File: src/rtl/rxr_pkg.sv
package rxr_pkg;
  localparam int unsigned DESC_SHIFT = 4;  // 16-byte descriptors
  localparam int unsigned THR_SHIFT  = 4;  // threshold field unit: 16 descriptors
  localparam int unsigned BASE_W     = 32;
  localparam int unsigned ADDR_W     = 2 * BASE_W;
endpackage

File: src/rtl/rxr_ptr_regs.sv
module rxr_ptr_regs
  import rxr_pkg::*;
#(
  parameter int unsigned LEN_W = 20,
  parameter int unsigned IDX_W = LEN_W - DESC_SHIFT
) (
  input  logic             clk_i,
  input  logic             rst_ni,
  input  logic             len_wr_i,
  input  logic [LEN_W-1:0] len_data_i,
  input  logic             tail_wr_i,
  input  logic [IDX_W-1:0] tail_data_i,
  input  logic             consume_i,
  input  logic [IDX_W-1:0] consume_cnt_i,
  output logic [LEN_W-1:0] len_o,
  output logic [IDX_W-1:0] cap_o,
  output logic [IDX_W-1:0] tail_o,
  output logic [IDX_W-1:0] head_o
);
  logic [LEN_W-1:0] len_q;
  logic [IDX_W-1:0] tail_q, head_q, cap;
  logic [IDX_W:0]   sum;
  logic [IDX_W-1:0] head_adv;

  assign cap = IDX_W'(len_q >> DESC_SHIFT);
  assign sum = {1'b0, head_q} + {1'b0, consume_cnt_i};

  always_comb begin
    if (sum >= {1'b0, cap}) head_adv = IDX_W'(sum - {1'b0, cap});
    else                    head_adv = IDX_W'(sum);
  end

  always_ff @(posedge clk_i or negedge rst_ni) begin
    if (!rst_ni) begin
      len_q  <= '0;
      head_q <= '0;
    end else if (len_wr_i) begin
      len_q  <= len_data_i;
      head_q <= '0;
    end else if (consume_i && cap != '0) begin
      head_q <= head_adv;
    end
  end

  always_ff @(posedge clk_i or negedge rst_ni) begin
    if (!rst_ni)        tail_q <= '0;
    else if (tail_wr_i) tail_q <= tail_data_i;
  end

  assign len_o  = len_q;
  assign cap_o  = cap;
  assign tail_o = tail_q;
  assign head_o = head_q;

  assert_len_clears_head_R7: assert property (@(posedge clk_i) disable iff (!rst_ni)
    len_wr_i |=> head_q == '0);
  assert_idle_head_hold_R5: assert property (@(posedge clk_i) disable iff (!rst_ni)
    (!len_wr_i && !consume_i) |=> $stable(head_q));
  assert_disabled_no_move_R6: assert property (@(posedge clk_i) disable iff (!rst_ni)
    (!len_wr_i && cap == '0) |=> $stable(head_q));
  assert_wrap_in_range_R5: assert property (@(posedge clk_i) disable iff (!rst_ni)
    (!len_wr_i && consume_i && cap != '0 && head_q < cap && consume_cnt_i <= cap)
      |=> head_q < $past(cap));
endmodule

File: src/rtl/rxr_ring_status.sv
module rxr_ring_status
  import rxr_pkg::*;
#(
  parameter int unsigned LEN_W = 20,
  parameter int unsigned IDX_W = LEN_W - DESC_SHIFT
) (
  input  logic [BASE_W-1:0] base_hi_i,
  input  logic [BASE_W-1:0] base_lo_i,
  input  logic [LEN_W-1:0]  len_i,
  input  logic [IDX_W-1:0]  cap_i,
  input  logic [IDX_W-1:0]  tail_i,
  input  logic [IDX_W-1:0]  head_i,
  output logic              enabled_o,
  output logic              empty_o,
  output logic [IDX_W:0]    free_o,
  output logic [ADDR_W-1:0] head_addr_o
);
  logic [IDX_W:0] tail_x, head_x, cap_x;

  assign tail_x = {1'b0, tail_i};
  assign head_x = {1'b0, head_i};
  assign cap_x  = {1'b0, cap_i};

  assign enabled_o = |len_i;
  assign empty_o   = (head_i == tail_i) || (tail_i >= cap_i);

  always_comb begin
    if (tail_i > head_i) free_o = tail_x - head_x;
    else                 free_o = cap_x - head_x + tail_x;
  end

  assign head_addr_o = {base_hi_i, base_lo_i} + (ADDR_W'(head_i) << DESC_SHIFT);
endmodule

File: src/rtl/rxr_thr_detect.sv
module rxr_thr_detect
  import rxr_pkg::*;
#(
  parameter int unsigned FREE_W = 17,
  parameter int unsigned THR_W  = 5,
  parameter int unsigned CMP_W  = (FREE_W > THR_W + THR_SHIFT) ? FREE_W : THR_W + THR_SHIFT
) (
  input  logic              clk_i,
  input  logic              rst_ni,
  input  logic [FREE_W-1:0] free_i,
  input  logic [THR_W-1:0]  thr_i,
  output logic              hit_o
);
  logic [FREE_W-1:0] free_q;
  logic [CMP_W-1:0]  target;

  assign target = CMP_W'(thr_i) << THR_SHIFT;

  always_ff @(posedge clk_i or negedge rst_ni) begin
    if (!rst_ni) free_q <= '0;
    else         free_q <= free_i;
  end

  assign hit_o = (free_i != free_q) && (CMP_W'(free_i) == target);
endmodule

File: src/rtl/rx_ring_tracker.sv
module rx_ring_tracker
  import rxr_pkg::*;
#(
  parameter int unsigned LEN_W = 20,
  parameter int unsigned THR_W = 5,
  parameter int unsigned IDX_W = LEN_W - DESC_SHIFT
) (
  input  logic              clk_i,
  input  logic              rst_ni,
  input  logic [31:0]       base_hi_i,
  input  logic [31:0]       base_lo_i,
  input  logic              len_wr_i,
  input  logic [LEN_W-1:0]  len_data_i,
  input  logic              tail_wr_i,
  input  logic [IDX_W-1:0]  tail_data_i,
  input  logic [THR_W-1:0]  thr_i,
  input  logic              consume_i,
  input  logic [IDX_W-1:0]  consume_cnt_i,
  output logic              enabled_o,
  output logic              empty_o,
  output logic [IDX_W:0]    free_o,
  output logic [IDX_W-1:0]  head_o,
  output logic [63:0]       head_addr_o,
  output logic              thr_hit_o
);
  localparam int unsigned FREE_W = IDX_W + 1;

  logic [LEN_W-1:0] len;
  logic [IDX_W-1:0] cap, tail, head;

  rxr_ptr_regs #(.LEN_W(LEN_W), .IDX_W(IDX_W)) u_regs (
    .clk_i, .rst_ni, .len_wr_i, .len_data_i, .tail_wr_i, .tail_data_i,
    .consume_i, .consume_cnt_i,
    .len_o(len), .cap_o(cap), .tail_o(tail), .head_o(head)
  );

  rxr_ring_status #(.LEN_W(LEN_W), .IDX_W(IDX_W)) u_status (
    .base_hi_i, .base_lo_i, .len_i(len), .cap_i(cap), .tail_i(tail), .head_i(head),
    .enabled_o, .empty_o, .free_o, .head_addr_o
  );

  rxr_thr_detect #(.FREE_W(FREE_W), .THR_W(THR_W)) u_thr (
    .clk_i, .rst_ni, .free_i(free_o), .thr_i, .hit_o(thr_hit_o)
  );

  assign head_o = head;

  assert_free_below_cap_R3: assert property (@(posedge clk_i) disable iff (!rst_ni)
    !empty_o |-> free_o < {1'b0, cap});
  assert_disabled_empty_R2: assert property (@(posedge clk_i) disable iff (!rst_ni)
    !enabled_o |-> empty_o);
  assert_pulse_single_R9: assert property (@(posedge clk_i) disable iff (!rst_ni)
    thr_hit_o |=> (!thr_hit_o || !$stable(thr_i)));
endmodule

File: config.mk
export PLATFORM = sky130hd
export DESIGN_NAME = rx_ring_tracker
export DESIGN_NICKNAME = d
export VERILOG_FILES = /design/src/rtl/rxr_pkg.sv /design/src/rtl/rxr_ptr_regs.sv /design/src/rtl/rxr_ring_status.sv /design/src/rtl/rxr_thr_detect.sv /design/src/rtl/rx_ring_tracker.sv
export SDC_FILE = /design/constraint.sdc
export NUM_CORES = 1
export LEC_CHECK = 0
export ABC_AREA = 1
export BUFFER_PORTS_ARGS = -buffer_cell sky130_fd_sc_hd__buf_2
export CORE_UTILIZATION = 53
export CTS_BUF_LIST = sky130_fd_sc_hd__clkbuf_8
export CTS_CLUSTER_DIAMETER = 50
export DETAILED_ROUTE_END_ITERATION = 10
export GPL_ROUTABILITY_DRIVEN = 1
export PLACE_DENSITY = 0.8
export SETUP_SLACK_MARGIN = 0.3
export SLEW_MARGIN = 5
export SYNTH_ARGS = -nofsm -noshare
export SYNTH_HDL_FRONTEND = slang
export SYNTH_HIERARCHICAL = 1
export SYNTH_SLANG_ARGS = --single-unit
File: constraint.sdc
create_clock -name clk_i -period 3.1 [get_ports clk_i]
set_input_delay 0.31 -clock clk_i [delete_from_list [all_inputs] [get_ports clk_i]]
set_output_delay 0.31 -clock clk_i [all_outputs]
set_load 0.01 [all_outputs]
==> summary.md, run 1 <==
| Metric | Value |
|---|---|
| Post-synthesis simple-gate area fraction | `44.7%` |
| Mean Syn Cell Area | `5.81 um2` |
| Top cells by area, synth | `nand2_1 24%, dfrtp_1 15%, inv_1 13%` |
| Clock Sinks | `69` |
| Outcome | `stopped before the end` |
| Synth cell types | `43` |
| Horiz. Die Dim | `150 um` |
| Stop err | `[ERROR GRT-0232] Routing congestion too high. Check the congestion heatmap in the GUI.` |
| GRT overflow | `8` |
| Post-Synth XOR/XNOR Area | `4.46%` |
| Die Y | `150 um` |
| Cell row count | `53` |
| Synth Area in Adders | `13.8%` |
| Port Buffer Count | `217` |
| All-Layer GR Usage | `64.7%` |
| Register bit total from synthesis | `69` |
| # H-tree levels | `3` |
| Yosys top cell by area | `nand2_1` |
| Placer Congestion | `1.02` |
| Combinational family with the most area after synthesis | `simple AND/OR/NAND/NOR gates` |
| Root Driver | `clkbuf_8` |
| Max Buffers Root-to-Sink | `2` |
| Last stage | `global routing (5_1_grt)` |
| Yosys warns | `6` |
| Detailed placement HPWL | `37.5 mm` |
| Synthesized instance count | `1995` |
| Initial core utilization | `54.6%` |
| Num CTS Buffers | `9` |
| Pin count of the biggest net entering global routing | `38` |
| IO Pins | `226` |
| Synth Cell Area | `0.0116 mm2` |
| GRT worst endpoint | `thr_hit_o` |
| Worst endpoint pin kind | `top-level output` |
| Compound-Gate Fraction of Synth Area | `4.44%` |
| Post-synth top area share | `24.3%` |
| Post-Syn Nets | `2237` |
| Seq/Total Area, Yosys | `14.9%` |
| Multiplexer area fraction after synthesis | `2.04%` |
cells in the mapped netlist, drive strengths merged:
master,instances
clkbuf,4
nand3,164
ha,96
buf,30
fa,20
nand2,779
o21bai,5
nor3b,1
nor3,32
o21ai,29
dfrtp,69
xor2,46
nor4,9
nand3b,22
a21boi,1
and2,10
nor2,134
or2,2
and3,2
mux2,21
nand4,32
o21a,3
a21oi,55
inv,416
xnor2,13
per-stage QoR:
step                area, um2  worst slack (ns)  cells
CTS                     16600            -0.443   2735
detailed placement      14800            -0.328   2663
global placement        14800            -0.248   2663
floorplan               12000             0.230   1995
logic make-up after synthesis:
kind of cell,after synthesis
flops,69
mux,21
compound gates,93
simple gates,1187
fa+ha+maj,116
xor+xnor,59
buf+inv,450
routing by layer:
layer	overflow	track usage, %
met5	0	9.09
met4	3	62.5
met3	1	42.4
met2	4	88.4
met1	0	64.7
repair_timing:
| item | CTS |
|---|---|
| endpoints found under the hold margin | 11 |
| gates resized for setup | 296 |
| cloned | 1 |
| setup buffers | 54 |
| hold buffers | 1 |
| pin swaps | 93 |
| endpoints found under the setup margin | 89 |
==> run 2: changes to the inputs <==
--- a/config.mk
+++ b/config.mk
@@ -7,13 +7,10 @@
 export LEC_CHECK = 0
 export ABC_AREA = 1
 export BUFFER_PORTS_ARGS = -buffer_cell sky130_fd_sc_hd__buf_2
-export CORE_UTILIZATION = 53
-export CTS_BUF_LIST = sky130_fd_sc_hd__clkbuf_8
-export CTS_CLUSTER_DIAMETER = 50
+export CORE_UTILIZATION = 40
 export DETAILED_ROUTE_END_ITERATION = 10
 export GPL_ROUTABILITY_DRIVEN = 1
-export PLACE_DENSITY = 0.8
-export SETUP_SLACK_MARGIN = 0.3
+export PLACE_DENSITY_LB_ADDON = 0.15
 export SLEW_MARGIN = 5
 export SYNTH_ARGS = -nofsm -noshare
 export SYNTH_HDL_FRONTEND = slang
==> constraint.sdc (replaced) <==
create_clock -name clk_i -period 4 [get_ports clk_i]
set_input_delay 0.4 -clock clk_i [delete_from_list [all_inputs] [get_ports clk_i]]
set_output_delay 0.4 -clock clk_i [all_outputs]
set_load 0.01 [all_outputs]
==> summary.md, run 2 <==
| Metric | Value |
|---|---|
| Worst ir drop on vdd | `0.410 mV` |
| Area Growth Syn to Fin | `17.6%` |
| Final Hold Viols | `0` |
| Final min period | `3.77 ns` |
| EDFF count, synth | `0 (unchanged)` |
| Post-placement cell area | `0.0130 mm2 (-12%)` |
| Synth Cell Area | `0.0116 mm2 (unchanged)` |
| Root Driver | `clkbuf_16` |
| Initial antenna violation count | `0` |
| Synth cell count leaders | `751 x nand2_1, 407 x inv_1, 154 x nand3_1` |
| Synthesized instance count | `1995 (unchanged)` |
| Port Buffer Count | `217 (unchanged)` |
| Antenna diodes | `0` |
| Synth cell types | `43 (unchanged)` |
| Seq/Total Area, Yosys | `14.9% (unchanged)` |
| First-pass GRT wire length | `61.8 mm` |
| Final setup TNS | `0 ns` |
| Outcome | `complete, no violations` |
| GRT overflow | `0` |
| IO Pins | `226 (unchanged)` |
| Total number of vias | `12900` |
| TritonCTS clock tree | `built` |
| Setup crit end kind | `output port` |
| Die Y | `172 um (+15%)` |
| Final Total Pwr | `9.51 mW` |
| Clock transition at path regs | `0.07 ns` |
| Placed cell count | `2571 (-3.5%)` |
| Horiz. Die Dim | `172 um (+15%)` |
| Placer Congestion | `0.962 (-5.5%)` |
| Critical path type | `register to output port` |
| Cell row count | `61 (+15%)` |
| Dpl ws | `0.347 ns (+0.674 ns)` |
| Post-Syn Nets | `2237 (unchanged)` |
| Worst setup SP type | `register` |
| Top cells by area, synth | `nand2_1 24%, dfrtp_1 15%, inv_1 13%` |
| P_leak | `8.10 nW` |
| Depth of the worst register-to-register path | `21` |
| All-Layer GR Usage | `27.2%` |
| Setup WS post-layout | `0.228 ns` |
| Initial core utilization | `41.1% (-13 points)` |
| Final core utilization | `48.4%` |
| Critical path peak fanout | `5` |
| Routed len/inst | `15.5 um` |
| Num CTS Buffers | `9 (unchanged)` |
| Grt met2 use | `44.4%` |
| HP Class | `primary input to async pin` |
| Pre-antenna DRT Iters | `5` |
| Vias per std cell | `4.94` |
| Worst-margin pin slew | `0.780 ns` |
| Clk_lat worst skew | `0.35 ns` |
| Final setup violation count | `0` |
| Final Max Slew Viols | `0` |
| Nets | `2463` |
| Predominant post-synthesis flop cell | `dfrtp_1` |
| Clk_skew | `0.0102 ns` |
| Die area | `0.0296 mm2` |
| Crit path DAT | `3.37 ns` |
| Post-synth ARST share | `100% (unchanged)` |
| ANT nets after route | `0` |
| Max Buffers Root-to-Sink | `2 (unchanged)` |
| Yosys warns | `6 (unchanged)` |
| Detailed placement HPWL | `34.7 mm (-7.4%)` |
| Core Area | `0.0282 mm2` |
| # H-tree levels | `3 (unchanged)` |
| Vias in the first global route | `11700` |
| Max-cap violations | `0` |
| Share of layout cells above drive strength 1 | `19.1%` |
| Worst path required time | `3.60 ns` |
| Max reg flops | `20` |
| Pwr dens | `698 mW/mm2` |
| M1 GR Usage | `37.1%` |
| DRC Markers | `0` |
| Fmax | `0.265 GHz` |
| Number of fillers in the final layout | `3064` |
| Most frequent cells in the layout | `739 x nand2_1, 403 x inv_1, 217 x buf_2, 152 x nand3_1, 109 x nor2_1` |
| Yosys top cell by area | `nand2_1` |
| Post-synth top area share | `24.3% (unchanged)` |
| Register bit total from synthesis | `69 (unchanged)` |
| Initial DRC count | `1004` |
| Final cycle utilization of the critical path | `94.3%` |
| Commonest non-fill, non-tap cell in the layout | `nand2_1` |
| WHS | `0.0558 ns` |
| Pin count of the biggest net entering global routing | `46` |
| Non-Filler Instances | `2604` |
| Most frequent cell after synthesis | `nand2_1` |
| Slew HR | `48.0%` |
| Final Instance Area | `0.0136 mm2` |
| Grt met3 use | `3.32%` |
| Final WL | `40.4 mm` |
| Most Used Layer, Global Route | `met2` |
| Mean Syn Cell Area | `5.81 um2 (unchanged)` |
| Clock Sinks | `69 (unchanged)` |
==> run 2: cells by family (layout without fill, tap and decap cells) <==
logic type / after synthesis / count (layout) / synth area share, %
compound gates: 93 / 93 / 4.44
buf+inv: 450 / 681 / 15.6
flops: 69 / 69 / 14.9
mux: 21 / 21 / 2.04
simple gates: 1187 / 1187 / 44.7
fa+ha+maj: 116 / 116 / 13.8
xor+xnor: 59 / 59 / 4.46
==> run 2: critical path, stage by stage (launching register included) <==
cell and delay, ns:
dfrtp_1 0.41, inv_1 0.12, fa_1 0.54, inv_1 0.04, ha_2 0.36, nand2_1 0.12
nor3_2 0.20, and2_1 0.14, nand2_1 0.06, nand3_1 0.08, nand2_1 0.06, nand2_1 0.07
nand2_2 0.09, inv_2 0.07, nor2_1 0.03, nor2_1 0.13, nand3_2 0.10, nor2_2 0.10
nand3_1 0.07, nand2_1 0.06, inv_1 0.03, buf_2 0.12
==> run 2: power breakdown <==
part           switching [mW]  internal, mW  total, mW
Combinational            4.89          2.72       7.61
Clock                   0.372         0.434      0.806
Sequential              0.200         0.895       1.10
Total                    5.46          4.05       9.51
==> run 2: worst paths after layout <==
kind	start	slack (ns)	to
worst min register to register	u_regs/tail_o[0]$_DFFE_PN0P_	0.52	u_regs/tail_o[0]$_DFFE_PN0P_
worst max-delay path	u_regs/len_o[15]$_DFFE_PN0P_	0.23	thr_hit_o
worst min-delay path	rst_ni	0.06	u_regs/tail_o[6]$_DFFE_PN0P_
worst max register to register	u_regs/head_o[9]$_DFFE_PN0P_	0.32	u_regs/head_o[1]$_DFFE_PN0P_
min in group clk_i	len_data_i[18]	0.25	u_regs/len_o[18]$_DFFE_PN0P_
max in group asynchronous	rst_ni	2.86	u_regs/tail_o[11]$_DFFE_PN0P_
==> run 2: repair_timing <==
item	in CTS	in global routing
pin swaps	0	7
setup buffers	0	17
setup endpoints to repair	1	1
hold buffers	0	0
gates resized for setup	1	55
gates cloned	0	0
==> run 2: layout make-up <==
| type | count | area, um2 | share of cell area (%) |
|---|---|---|---|
| tap | 378 | 473 | 3.47 |
| inverter | 416 | 1560 | 11.5 |
| clock buffer | 9 | 225 | 1.65 |
| multi-input combinational | 1476 | 8220 | 60.4 |
| sequential | 69 | 1750 | 12.8 |
| timing repair buffer | 249 | 1330 | 9.73 |
| clock inverter | 7 | 67.6 | 0.496 |
==> run 2: metal layers <==
layer  wire (um)  part of all wire (%)
met1       18500                    46
met2       18200                    45
met3        2440                   6.0
met4        1200                   3.0
met5           0                     0
(Power assumes the default switching activity.)
